<file path="config.mk">
export PLATFORM = sky130hd
export DESIGN_NAME = adu_ctrl
export DESIGN_NICKNAME = d
export VERILOG_FILES = /design/src/rtl/adu_pkg.sv /design/src/rtl/adu_cfg_regs.sv /design/src/rtl/adu_pte_eval.sv /design/src/rtl/adu_upd_ctrl.sv /design/src/rtl/adu_ctrl.sv
export SDC_FILE = /design/constraint.sdc
export NUM_CORES = 1
export LEC_CHECK = 0
export ABC_AREA = 1
export BUFFER_PORTS_ARGS = -buffer_cell sky130_fd_sc_hd__buf_4
export CAP_MARGIN = 30
export CELL_PAD_IN_SITES_DETAIL_PLACEMENT = 1
export CELL_PAD_IN_SITES_GLOBAL_PLACEMENT = 1
export CORE_AREA = 10 10 173 175
export CTS_CLUSTER_SIZE = 40
export DETAILED_ROUTE_END_ITERATION = 8
export DIE_AREA = 0 0 183 185
export PLACE_DENSITY_LB_ADDON = 0.1
export REMOVE_ABC_BUFFERS = 1
export SKIP_CTS_REPAIR_TIMING = 1
export SYNTH_ARGS = -nofsm -noshare
export SYNTH_HDL_FRONTEND = slang
export SYNTH_SLANG_ARGS = --single-unit
</file>
<file path="constraint.sdc">
create_clock -name clk -period 3.35 [get_ports clk]
set_input_delay 0.335 -clock clk [delete_from_list [all_inputs] [get_ports clk]]
set_output_delay 0.335 -clock clk [all_outputs]
set_load 0.01 [all_outputs]
</file>
<file path="src/rtl/adu_pkg.sv">
package adu_pkg;

    typedef enum logic [1:0] {
        ACC_LOAD  = 2'd0,
        ACC_STORE = 2'd1,
        ACC_AMO   = 2'd2,
        ACC_FETCH = 2'd3
    } acc_kind_e;

    typedef enum logic [1:0] {
        STG_SMODE = 2'd0,
        STG_GSTG  = 2'd1,
        STG_VS    = 2'd2,
        STG_VS_AL = 2'd3
    } xlate_stage_e;

    typedef enum logic {
        PH_IDLE = 1'b0,
        PH_WAIT = 1'b1
    } upd_phase_e;

    function automatic logic acc_writes(input logic [1:0] kind);
        return (kind == ACC_STORE) || (kind == ACC_AMO);
    endfunction

    function automatic logic stage_is_guest(input logic [1:0] stg);
        return stg[1];
    endfunction

endpackage

</file>
<file path="src/rtl/adu_cfg_regs.sv">
module adu_cfg_regs #(
    parameter int CFG_W    = 64,
    parameter int EN_POS   = 61,
    parameter bit HW_ADU   = 1'b1,
    parameter bit HAS_HYP  = 1'b1
) (
    input  logic             clk,
    input  logic             rst_n,
    input  logic             wr_m,
    input  logic             wr_h,
    input  logic [CFG_W-1:0] wdata,
    output logic             m_en,
    output logic             h_en,
    output logic [CFG_W-1:0] m_rdata,
    output logic [CFG_W-1:0] h_rdata
);

    typedef struct packed {
        logic m;
        logic h;
    } cfg_t;

    cfg_t cfg_d, cfg_q;
    logic wr_bit;

    assign wr_bit = wdata[EN_POS];

    logic unused_wdata;
    generate
        if (EN_POS == CFG_W - 1) begin : g_top_pos
            assign unused_wdata = ^wdata[EN_POS-1:0];
        end else if (EN_POS == 0) begin : g_low_pos
            assign unused_wdata = ^wdata[CFG_W-1:1];
        end else begin : g_mid_pos
            assign unused_wdata = ^{wdata[CFG_W-1:EN_POS+1], wdata[EN_POS-1:0]};
        end
    endgenerate

    always_comb begin
        cfg_d = cfg_q;
        if (wr_m) begin
            cfg_d.m = wr_bit & HW_ADU;
        end
        if (wr_h && cfg_q.m) begin
            cfg_d.h = wr_bit & HW_ADU & HAS_HYP;
        end
        if (!cfg_d.m) begin
            cfg_d.h = 1'b0;
        end
    end

    always_ff @(posedge clk or negedge rst_n) begin
        if (!rst_n) begin
            cfg_q <= '0;
        end else begin
            cfg_q <= cfg_d;
        end
    end

    assign m_en = cfg_q.m;
    assign h_en = cfg_q.h;

    always_comb begin
        m_rdata         = '0;
        h_rdata         = '0;
        m_rdata[EN_POS] = cfg_q.m;
        h_rdata[EN_POS] = cfg_q.h;
    end

    // the hypervisor view is never on while the machine view is off
    a_r3_h_needs_m: assert property (@(posedge clk) disable iff (!rst_n)
        h_rdata[EN_POS] |-> m_rdata[EN_POS]);

    // a hypervisor write while the machine view is off leaves the hypervisor view at 0
    a_r3_h_write_blocked: assert property (@(posedge clk) disable iff (!rst_n)
        (wr_h && !m_rdata[EN_POS]) |=> !h_rdata[EN_POS]);

    generate
        if (!HW_ADU) begin : g_no_hw
            // without hardware support the enable always reads zero
            a_r4_no_hw_enable: assert property (@(posedge clk) disable iff (!rst_n)
                !m_rdata[EN_POS] && !h_rdata[EN_POS]);
        end
    endgenerate

endmodule

</file>
<file path="src/rtl/adu_pte_eval.sv">
module adu_pte_eval
    import adu_pkg::*;
#(
    parameter int PTE_W = 64,
    parameter int A_POS = 6,
    parameter int D_POS = 7
) (
    input  logic [PTE_W-1:0] pte,
    input  logic [1:0]       kind,
    output logic             need_upd,
    output logic [PTE_W-1:0] new_pte
);

    logic want_d;
    logic miss_a;
    logic miss_d;

    always_comb begin
        want_d   = acc_writes(kind);
        miss_a   = !pte[A_POS];
        miss_d   = want_d && !pte[D_POS];
        need_upd = miss_a || miss_d;
        new_pte  = pte;
        new_pte[A_POS] = 1'b1;
        if (want_d) begin
            new_pte[D_POS] = 1'b1;
        end
    end

endmodule

</file>
<file path="src/rtl/adu_upd_ctrl.sv">
module adu_upd_ctrl
    import adu_pkg::*;
#(
    parameter int PTE_W = 64,
    parameter int A_POS = 6
) (
    input  logic             clk,
    input  logic             rst_n,
    input  logic             pte_valid,
    input  logic [PTE_W-1:0] pte_in,
    input  logic             need_upd,
    input  logic [PTE_W-1:0] new_pte,
    input  logic             enable,
    input  logic             ack,
    input  logic             ack_ok,
    output logic             fault,
    output logic             done,
    output logic             restart,
    output logic [PTE_W-1:0] pte_out,
    output logic             req,
    output logic [PTE_W-1:0] req_wdata,
    output logic [PTE_W-1:0] req_cmp
);

    typedef struct packed {
        upd_phase_e       ph;
        logic             fault;
        logic             done;
        logic             restart;
        logic [PTE_W-1:0] pte_out;
        logic [PTE_W-1:0] wdat;
        logic [PTE_W-1:0] cmp;
    } ctl_t;

    ctl_t ctl_d, ctl_q;

    always_comb begin
        ctl_d         = ctl_q;
        ctl_d.fault   = 1'b0;
        ctl_d.done    = 1'b0;
        ctl_d.restart = 1'b0;
        unique case (ctl_q.ph)
            PH_IDLE: begin
                if (pte_valid) begin
                    if (!need_upd) begin
                        ctl_d.done    = 1'b1;
                        ctl_d.pte_out = pte_in;
                    end else if (!enable) begin
                        ctl_d.fault = 1'b1;
                    end else begin
                        ctl_d.ph   = PH_WAIT;
                        ctl_d.wdat = new_pte;
                        ctl_d.cmp  = pte_in;
                    end
                end
            end
            PH_WAIT: begin
                if (ack) begin
                    ctl_d.ph = PH_IDLE;
                    if (ack_ok) begin
                        ctl_d.done    = 1'b1;
                        ctl_d.pte_out = ctl_q.wdat;
                    end else begin
                        ctl_d.restart = 1'b1;
                    end
                end
            end
            default: ctl_d.ph = PH_IDLE;
        endcase
    end

    always_ff @(posedge clk or negedge rst_n) begin
        if (!rst_n) begin
            ctl_q <= '0;
        end else begin
            ctl_q <= ctl_d;
        end
    end

    assign fault     = ctl_q.fault;
    assign done      = ctl_q.done;
    assign restart   = ctl_q.restart;
    assign pte_out   = ctl_q.pte_out;
    assign req       = (ctl_q.ph == PH_WAIT);
    assign req_wdata = ctl_q.wdat;
    assign req_cmp   = ctl_q.cmp;

    // at most one outcome per cycle
    a_r12_one_outcome: assert property (@(posedge clk) disable iff (!rst_n)
        $onehot0({fault, done, restart}));

    // an unanswered request stays up with unchanged data
    a_r7_req_hold: assert property (@(posedge clk) disable iff (!rst_n)
        (req && !ack) |=> (req && $stable(req_wdata) && $stable(req_cmp)));

    // the written value always carries A and differs from the compare value
    a_r7_wdata_sets_a: assert property (@(posedge clk) disable iff (!rst_n)
        req |-> (req_wdata[A_POS] && (req_wdata != req_cmp)));

    // an answered request drops and yields done or restart
    a_r8_ack_ends: assert property (@(posedge clk) disable iff (!rst_n)
        (req && ack) |=> (!req && (done || restart)));

    // a fault is never accompanied by a swap request
    a_r6_fault_no_req: assert property (@(posedge clk) disable iff (!rst_n)
        fault |-> !req);

endmodule

</file>
<file path="src/rtl/adu_ctrl.sv">
module adu_ctrl
    import adu_pkg::*;
#(
    parameter int PTE_W   = 64,
    parameter int CFG_W   = 64,
    parameter int EN_POS  = 61,
    parameter int A_POS   = 6,
    parameter int D_POS   = 7,
    parameter bit HW_ADU  = 1'b1,
    parameter bit HAS_HYP = 1'b1
) (
    input  logic             clk,
    input  logic             rst_n,
    input  logic             cfg_wr_m,
    input  logic             cfg_wr_h,
    input  logic [CFG_W-1:0] cfg_wdata,
    output logic [CFG_W-1:0] cfg_m_rdata,
    output logic [CFG_W-1:0] cfg_h_rdata,
    input  logic             pte_valid,
    input  logic [PTE_W-1:0] pte_in,
    input  logic [1:0]       access_type,
    input  logic [1:0]       xlate_stage,
    output logic             acc_fault,
    output logic             acc_done,
    output logic             walk_restart,
    output logic [PTE_W-1:0] pte_out,
    output logic             upd_req,
    output logic [PTE_W-1:0] upd_wdata,
    output logic [PTE_W-1:0] upd_cmp,
    input  logic             upd_ack,
    input  logic             upd_ok
);

    logic             m_en;
    logic             h_en;
    logic             sel_en;
    logic             need_upd;
    logic [PTE_W-1:0] new_pte;

    adu_cfg_regs #(
        .CFG_W  (CFG_W),
        .EN_POS (EN_POS),
        .HW_ADU (HW_ADU),
        .HAS_HYP(HAS_HYP)
    ) i_cfg (
        .clk    (clk),
        .rst_n  (rst_n),
        .wr_m   (cfg_wr_m),
        .wr_h   (cfg_wr_h),
        .wdata  (cfg_wdata),
        .m_en   (m_en),
        .h_en   (h_en),
        .m_rdata(cfg_m_rdata),
        .h_rdata(cfg_h_rdata)
    );

    adu_pte_eval #(
        .PTE_W(PTE_W),
        .A_POS(A_POS),
        .D_POS(D_POS)
    ) i_eval (
        .pte     (pte_in),
        .kind    (access_type),
        .need_upd(need_upd),
        .new_pte (new_pte)
    );

    assign sel_en = stage_is_guest(xlate_stage) ? h_en : m_en;

    adu_upd_ctrl #(
        .PTE_W(PTE_W),
        .A_POS(A_POS)
    ) i_upd (
        .clk      (clk),
        .rst_n    (rst_n),
        .pte_valid(pte_valid),
        .pte_in   (pte_in),
        .need_upd (need_upd),
        .new_pte  (new_pte),
        .enable   (sel_en),
        .ack      (upd_ack),
        .ack_ok   (upd_ok),
        .fault    (acc_fault),
        .done     (acc_done),
        .restart  (walk_restart),
        .pte_out  (pte_out),
        .req      (upd_req),
        .req_wdata(upd_wdata),
        .req_cmp  (upd_cmp)
    );

    // a PTE needing nothing completes unchanged
    a_r5_clean_done: assert property (@(posedge clk) disable iff (!rst_n)
        (pte_valid && !upd_req && pte_in[A_POS] && (pte_in[D_POS] || !acc_writes(access_type)))
        |=> (acc_done && pte_out == $past(pte_in)));

    // a strobe during an outstanding request changes nothing it carries
    a_r10_busy_ignored: assert property (@(posedge clk) disable iff (!rst_n)
        (upd_req && !upd_ack && pte_valid) |=> (upd_req && !acc_fault && !acc_done));

endmodule

</file>
==> flow_summary.yaml, run 1 <==
setup_path:
  cp.required_ps: 3010
  timing.rr.start: "i_upd.req"
  setup.worst_path.start: "i_upd.req"
  path_class: "register to primary output"
  critPathMaxStageDelay_ps: 710
  arrival_ps: 1790
  crit_top_cell: "buf_4"
  endpoint_kind: "primary output"
  reg2reg_depth: 8
  endpoint: "upd_req"
  rrSetupSlack_ps: 1390
  slowest_stage: "buf_4"
  rr_endpoint: "i_upd.pte_out[47]"
  worstPathMaxFanout: 65
  startpoint_type: "register"
  path_cells: "buf_4, buf_4"
logic_synthesis:
  synth_xor_area_share_pct: 0
  syn_area_per_cell_um2: 7.78
  ys_seq_area_share_pct: 43.4
  synth_compound_area_share_pct: 0.367
  ys_seq_elements: 136
  yosysWarnings: 0
  synth-simple-area-share_pct: 32.9
  ys_types: 17
  syn-cell-area_um2: 7840
  synth_fa_ha_area_share_pct: 0
  synth.area.mux_share_pct: 0
  synth_top_family_by_area: "simple AND/OR/NAND/NOR gates"
  synth_cells: 1007
power:
  power_density_nw_per_um2: 673
  vdd_drop_max_mv: 0.240
  leakage_uw: 0.00555
routing:
  via_per_inst: 4.50
  wl_per_cell_um: 18.9
  ant_nets: 0
  vias: 6898
  remaining_drc_errors: 0
  drt_iter0_markers: 319
  wl_um: 29000
  drt_pass1_iterations: 4
clock_network:
  clock-sinks: 136
  cts_max_level: 4
  clk_path_buf_depth: 2
  clk_latency_ps: 420
  cts_buffers: 17
  path_clk_slew_ps: 60
  cts_tree: "done"
  cts_root_buf: "clkbuf_16"
global_routing:
  antenna_found_initial: 0
  overflow: 0
  grt_pass1_vias: 7625
  grt_pass1_wl_um: 45000
  grt_max_degree: 129
  grt_usage_pct: 16.8
layout:
  drive_gt1_share_pct: 27.4
  final_core_util_pct: 36.6
  nets: 1317
  layout_commonest_cell: "nand2_1"
  areaGrowthSynthToFinish_pct: 24.1
  final_cells: 1533
  fin_area_um2: 9730
  final_cell_mix: "393 x nand2_1, 283 x buf_4, 135 x dfrtp_1"
sta:
  max_freq_mhz: 471
  rsz0062_at_grt: "false"
  hold_viol_final: 0
  maxSlewHeadroom_pct: 38.5
  clock_skew_ps: 11.9
  slew_viol_final: 0
  setup_viol: 0
  period_share_pct: 63.3
  fin_crit_ps: 2120
  worst_slew_pin_slew_ps: 923
placed_design:
  hpwlAfterDp_um: 19000
  place_inst: 1499
  gp_congestion: 0.737
  postPlaceCellArea_um2: 9150
  port-buffer-count: 272
floorplanning:
  die_area_um2: 33900
  io_pins: 463
  start_util_pct: 29.5
  die_h_um: 185
  rows: 60
  die_w_um: 183
  core_um2: 26600
run:
  drv_cap: 0
run_status:
  status: "completed"
hold_path:
  hold_path_class: "primary input to register"
synth_stat cells (all sizes together):
library cell | number | area share (%)
o21ai | 5 | 0.37
conb | 1 | 0.048
buf | 247 | 22
nand2 | 396 | 19
nor2 | 4 | 0.19
nand3 | 132 | 8.5
dfrtp | 136 | 43
clkbuf | 13 | 0.62
inv | 8 | 0.38
nand4 | 65 | 5.2
worst min-delay path by stage:
stage / from / endpoint / slack, ps / cells after the start
after floorplan: rst_n / i_cfg.h_en / 40 / 0
after global placement: rst_n / i_upd.req_cmp[41] / 440 / 1
after detailed placement: rst_n / i_upd.req_cmp[38] / 440 / 1
after CTS: rst_n / i_upd.restart / -20 / 1
after global routing: upd_ok / i_upd.restart / 80 / 2
final: upd_ok / i_upd.restart / 90 / 2
metal layers:
layer / vias to the layer above / part of all wire [%] / global-route usage, %
met3: 20 / 8.4 / 6.17
met4: 0 / 1.2 / 4.20
met5: - / 0 / 0
li1: 3266 / - / -
met1: 3381 / 41 / 19.6
met2: 231 / 49 / 28.6
through the flow:
stage | hold slack, ps | worst slack [ps] | TNS (ps) | total power, µW
3_5_place_dp | 442 | 1350 | 0 | 4800
5_1_grt | 83.4 | 1100 | 0 | 7010
2_1_floorplan | 39.4 | -1470 | -184770 | 3270
3_3_place_gp | 438 | 1350 | 0 | 4760
6_report | 94.8 | 1230 | 0 | 6540
4_1_cts | -19.1 | 1180 | 0 | 6670
cell families after synthesis:
logic type | count (synthesis)
simple gates | 597
buf+inv | 268
flops | 136
compound gates | 5
other cells | 1
final cells by class:
type	count	area, µm²
well taps	341	427
diodes	1	2.50
repair buffers	287	2190
multi-input cells	728	3110
clock inverters	13	121
fillers	3288	16800
inverters	8	32.5
clock buffers	19	443
flip-flops and latches	136	3400
flip-flops by register name, summed over array words and instances, names as in the netlist:
register	count
i_upd.req_cmp	63
i_upd.pte_out	64
i_upd.restart	1
i_upd.fault	1
i_upd.req_wdata	3
i_upd.done	1
i_cfg.h_en	1
i_upd.req	1
i_cfg.m_en	1
worst max-delay path: cells and delay by family (launching register included):
kind     cells  cell delay (ps)
flops        1              400
buf+inv      2              960
power by group:
group          internal, µW  switching, µW
clock                  1050            785
sequential             2050            384
combinational          1050           1230
total                  4150           2400
Note: power is estimated with default switching activity, not from simulation.
==> run 2, diff against run 1 <==
--- a/config.mk
+++ b/config.mk
@@ -10,10 +10,10 @@
 export CAP_MARGIN = 30
 export CELL_PAD_IN_SITES_DETAIL_PLACEMENT = 1
 export CELL_PAD_IN_SITES_GLOBAL_PLACEMENT = 1
-export CORE_AREA = 10 10 173 175
+export CORE_MARGIN = 10
+export CORE_UTILIZATION = 27
 export CTS_CLUSTER_SIZE = 40
 export DETAILED_ROUTE_END_ITERATION = 8
-export DIE_AREA = 0 0 183 185
 export PLACE_DENSITY_LB_ADDON = 0.1
 export REMOVE_ABC_BUFFERS = 1
 export SKIP_CTS_REPAIR_TIMING = 1
==> constraint.sdc (replaced) <==
create_clock -name clk -period 1.9 [get_ports clk]
set_input_delay 0.19 -clock clk [delete_from_list [all_inputs] [get_ports clk]]
set_output_delay 0.19 -clock clk [all_outputs]
set_load 0.01 [all_outputs]
==> run 2 against run 1 <==
Compared with the run above: core utilization decreased by 2.0 points; combinational power rose by 79%; count of clock-buffer cells in the layout stayed put; worst hold slack got worse by 81 ps; final area up 2.2%; non-clock buffer count grew 6; routed wire length rose by 2.7%; flip-flop and latch count did not move; worst setup slack got worse by 900 ps; sequential share of layout area decreased by 0.76 points; global-route usage is 0.81 points lower; clock skew shrank 1.8 ps; critical path type is now register to register; highest routed layer unchanged.
==> flow_summary.yaml, run 2 (synthesized netlist as in run 1, its figures left out) <==
run_status:
  status: "completed"
global_routing:
  grt_pass1_vias: 7579
  overflow: 0
  grt_pass1_wl_um: 45600
  grt_max_degree: 71
  antenna_found_initial: 0
  grt_usage_pct: 16.0
setup_path:
  arrival_ps: 1930
  cp.required_ps: 2260
  path_class: "register to register"
  worstPathMaxFanout: 40
  startpoint_type: "register"
  endpoint_kind: "register"
sta:
  max_freq_mhz: 635
  setup_viol: 0
  rsz0062_at_grt: "false"
  hold_viol_final: 0
  worst_hold_slack_ps: 13.7
  slew_viol_final: 0
  fin_setup_tns_ps: 0
  clock_skew_ps: 10.1
  period_share_pct: 82.9
  fin_crit_ps: 1580
power:
  vdd_drop_max_mv: 0.441
  total_power_uw: 11500
  power_density_nw_per_um2: 1150
  leakage_uw: 0.00561
routing:
  drt_pass1_iterations: 4
  vias: 6894
  remaining_drc_errors: 0
  ant_nets: 0
  via_per_inst: 4.36
  drt_iter0_markers: 222
  wl_per_cell_um: 18.8
  wl_um: 29800
clock_network:
  clk_path_buf_depth: 2
  cts_root_buf: "clkbuf_16"
  clk_latency_ps: 420
  cts_buffers: 17
  cts_max_level: 4
  path_clk_slew_ps: 70
  cts_tree: "done"
  clock-sinks: 136
placed_design:
  postPlaceCellArea_um2: 9390
  place_inst: 1547
  hpwlAfterDp_um: 20300
  port-buffer-count: 272
  gp_congestion: 0.718
floorplanning:
  rows: 62
  die_w_um: 190
  io_pins: 463
  die_area_um2: 36200
  start_util_pct: 27.3
  die_h_um: 190
  core_um2: 28700
layout:
  drive_gt1_share_pct: 27.6
  diodes: 0
  fin_area_um2: 9940
  nets: 1323
  final_cells: 1581
  final_cell_mix: "393 x nand2_1, 276 x buf_4, 135 x dfrtp_1"
  areaGrowthSynthToFinish_pct: 26.9
  layout_commonest_cell: "nand2_1"
  seq_area_um2: 3400
  largest_reg_flops: 64
  multi_input_area_um2: 3110
  fill_cells: 3557
run:
  drv_cap: 0
hold_path:
  hold_path_class: "primary input to register"
run 2: cell types whose count changed in the layout (fill, tap and decap cells not counted):
cell	before	now
clkbuf_1	1	2
buf_4	283	276
inv_6	3	4
clkinvlp_4	5	7
bufinv_16	1	0
buf_12	2	14
clkbuf_8	1	0
clkinv_4	2	0
dlygate4sd3_1	1	2
diode_2	1	0
run 2: worst paths after layout:
path                             startpoint                end  slack [ps]  cells after the start
max in group asynchronous             rst_n  i_upd.pte_out[48]         980                      3
min reg2reg                i_upd.req_cmp[7]   i_upd.req_cmp[7]         480                      2
min                           cfg_wdata[61]         i_cfg.h_en          10                      3
max reg2reg                       i_upd.req   i_upd.pte_out[6]         320                      8
min in group asynchronous             rst_n   i_upd.pte_out[5]         260                      2
max                               i_upd.req   i_upd.pte_out[6]         320                      8
run 2: layout make-up:
cell class | count | area share (%)
multi-input combinational | 728 | 31.3
timing repair buffer | 293 | 24.0
clock inverter | 13 | 0.982
sequential | 136 | 34.2
tap | 384 | 4.83
inverter | 8 | 0.327
clock buffer | 19 | 4.35
run 2: per-stage QoR:
stage               setup WS [ps]  util, %
floorplan                   -2920        -
global placement              307     32.7
detailed placement            297     32.7
CTS                           280     34.6
global route                  157     34.6
finish                        324     34.6
run 2: routing by layer:
layer,part of all wire [%],vias up,wire length [µm],track usage (%)
met5,0,-,0,0
met4,0.76,0,225,3.42
met3,8.2,13,2430,5.74
met2,49,224,14500,26.4
met1,42,3374,12600,19.5
li1,-,3283,-,-
run 2: critical path: stages, from the launching register on:
cell and delay (ps):
dfrtp_2 420, inv_1 70, nand2_1 110, nor2_1 160
nand2_2 150, nand2_2 150, buf_12 250, o21ai_0 120
nand2_1 70
run 2: where the power goes:
part / total (µW) / internal [µW] / leakage, µW / switching [µW]
clock: 3080 / 1680 / 0.000239 / 1400
combinational: 4090 / 1910 / 0.00363 / 2180
sequential: 4310 / 3610 / 0.00174 / 695
total: 11500 / 7200 / 0.00561 / 4270
==> run 3, diff against run 2 <==
--- a/config.mk
+++ b/config.mk
@@ -11,7 +11,7 @@
 export CELL_PAD_IN_SITES_DETAIL_PLACEMENT = 1
 export CELL_PAD_IN_SITES_GLOBAL_PLACEMENT = 1
 export CORE_MARGIN = 10
-export CORE_UTILIZATION = 27
+export CORE_UTILIZATION = 30
 export CTS_CLUSTER_SIZE = 40
 export DETAILED_ROUTE_END_ITERATION = 8
 export PLACE_DENSITY_LB_ADDON = 0.1
==> constraint.sdc (replaced) <==
create_clock -name clk -period 1.6 [get_ports clk]
set_input_delay 0.16 -clock clk [delete_from_list [all_inputs] [get_ports clk]]
set_output_delay 0.16 -clock clk [all_outputs]
set_load 0.01 [all_outputs]
==> run 3 against run 2 <==
Compared with the run above: the flow now finishes with violations (hold timing); worst setup slack worse by 240 ps; sequential share of layout area is 1.2 points lower; via count is 2.2% higher; total power rose by 20%; critical path depth decreased by 6; die area decreased by 9.0%; critical endpoint is now upd_req.
==> flow_summary.yaml, run 3 (synthesized netlist as in run 1, its figures left out) <==
clock_network:
  path_clk_slew_ps: 70
  cts_max_level: 4
  clk_path_buf_depth: 2
  cts_root_buf: "clkbuf_16"
  cts_tree: "done"
  clock-sinks: 136
  clk_latency_ps: 420
  cts_buffers: 17
routing:
  drt_pass1_iterations: 6
  vias: 7048
  wl_per_cell_um: 18.7
  wl_um: 29300
  remaining_drc_errors: 0
  drt_iter0_markers: 368
  via_per_inst: 4.50
  ant_nets: 0
setup_path:
  worstPathMaxFanout: 35
  startpoint_type: "register"
  arrival_ps: 1360
  path_class: "register to primary output"
  endpoint_kind: "primary output"
  cp.required_ps: 1440
sta:
  slew_viol_final: 0
  period_share_pct: 95.0
  rsz0062_at_grt: "false"
  fin_setup_tns_ps: 0
  hold_viol_final: 5
  fin_crit_ps: 1520
  worst_hold_slack_ps: -8.27
  max_freq_mhz: 658
  fin_ws_ps: 80.0
  clock_skew_ps: 11.9
  setup_viol: 0
layout:
  diodes: 0
  layout_commonest_cell: "nand2_1"
  multi_input_area_um2: 3130
  final_cell_mix: "392 x nand2_1, 282 x buf_4, 135 x dfrtp_1"
  drive_gt1_share_pct: 28.0
  fill_cells: 3182
  areaGrowthSynthToFinish_pct: 31.4
  largest_reg_flops: 64
  seq_area_um2: 3400
  fin_area_um2: 10300
  final_cells: 1567
  nets: 1358
placed_design:
  gp_congestion: 0.741
  hpwlAfterDp_um: 20300
  port-buffer-count: 272
  postPlaceCellArea_um2: 9450
  place_inst: 1509
  place_ws_ps: 52.8
power:
  leakage_uw: 0.00581
  power_density_nw_per_um2: 1340
  vdd_drop_max_mv: 0.438
global_routing:
  overflow: 0
  grtUsageMet2_pct: 28.2
  top_usage_layer: "met2"
  grt_pass1_wl_um: 44800
  grt_max_degree: 67
  grt_pass1_vias: 7472
  use_met3_pct: 6.22
  antenna_found_initial: 0
  met1_usage_pct: 20.5
  grt_usage_pct: 17.0
floorplanning:
  die_area_um2: 33000
  core_um2: 25900
  die_w_um: 182
  rows: 59
  start_util_pct: 30.2
  io_pins: 463
  die_h_um: 182
hold_path:
  hold_path_class: "primary input to register"
run_status:
  status: "finished with violations"
  violations: "hold timing"
run:
  drv_cap: 0
run 3: cell types whose count changed in the layout (fill, tap and decap cells not counted), moves of 2 or more:
cell / change
clkinv_4: +2
buf_6: +2
dlygate4sd3_1: +23
buf_12: +2
buf_4: +6
clkinvlp_4: -2
nand2_4: +2
run 3: metrics by stage:
stage	hold WS (ps)	power [µW]	utilization, %
2_1_floorplan	-136	6850	-
6_report	-8.27	13800	39.8
3_5_place_dp	149	10200	36.5
4_1_cts	-321	13900	38.6
3_3_place_gp	137	10100	36.5
5_1_grt	-2.26	14700	39.8
run 3: layout make-up:
cell class | instances | share of cell area (%)
Sequential cell | 136 | 33.1
Multi-Input combinational cell | 728 | 30.4
Clock inverter | 13 | 0.935
Timing Repair Buffer | 328 | 26.9
Tap cell | 335 | 4.07
Clock buffer | 19 | 4.30
Inverter | 8 | 0.316
run 3: path summary, 6_finish.rpt:
path	from	end	slack [ps]	depth (start not counted)
max	i_upd.req	upd_req	80	2
min	pte_in[28]	i_upd.req_cmp[28]	-8	3
max reg2reg	i_upd.req	i_upd.pte_out[6]	140	8
min reg2reg	i_upd.req_wdata[6]	i_upd.req_wdata[6]	480	2
max in group asynchronous	rst_n	i_upd.pte_out[54]	770	3
min in group asynchronous	rst_n	i_upd.pte_out[61]	250	2
run 3: worst max-delay path: stages (launching register included):
cell and delay [ps]:
dfrtp_2 410, buf_6 320, buf_4 200
run 3: power breakdown:
| part | leakage, µW | switching (µW) | internal [µW] |
|---|---|---|---|
| clock | 0.000252 | 1640 | 2030 |
| combinational | 0.00381 | 2630 | 2360 |
| sequential | 0.00174 | 802 | 4290 |
| total | 0.00581 | 5070 | 8680 |
run 3: routing by layer:
| layer | share of wire, % | vias up |
|---|---|---|
| li1 | - | 3356 |
| met1 | 43 | 3457 |
| met2 | 49 | 228 |
| met3 | 7.9 | 7 |
| met4 | 0.48 | 0 |
| met5 | 0 | - |
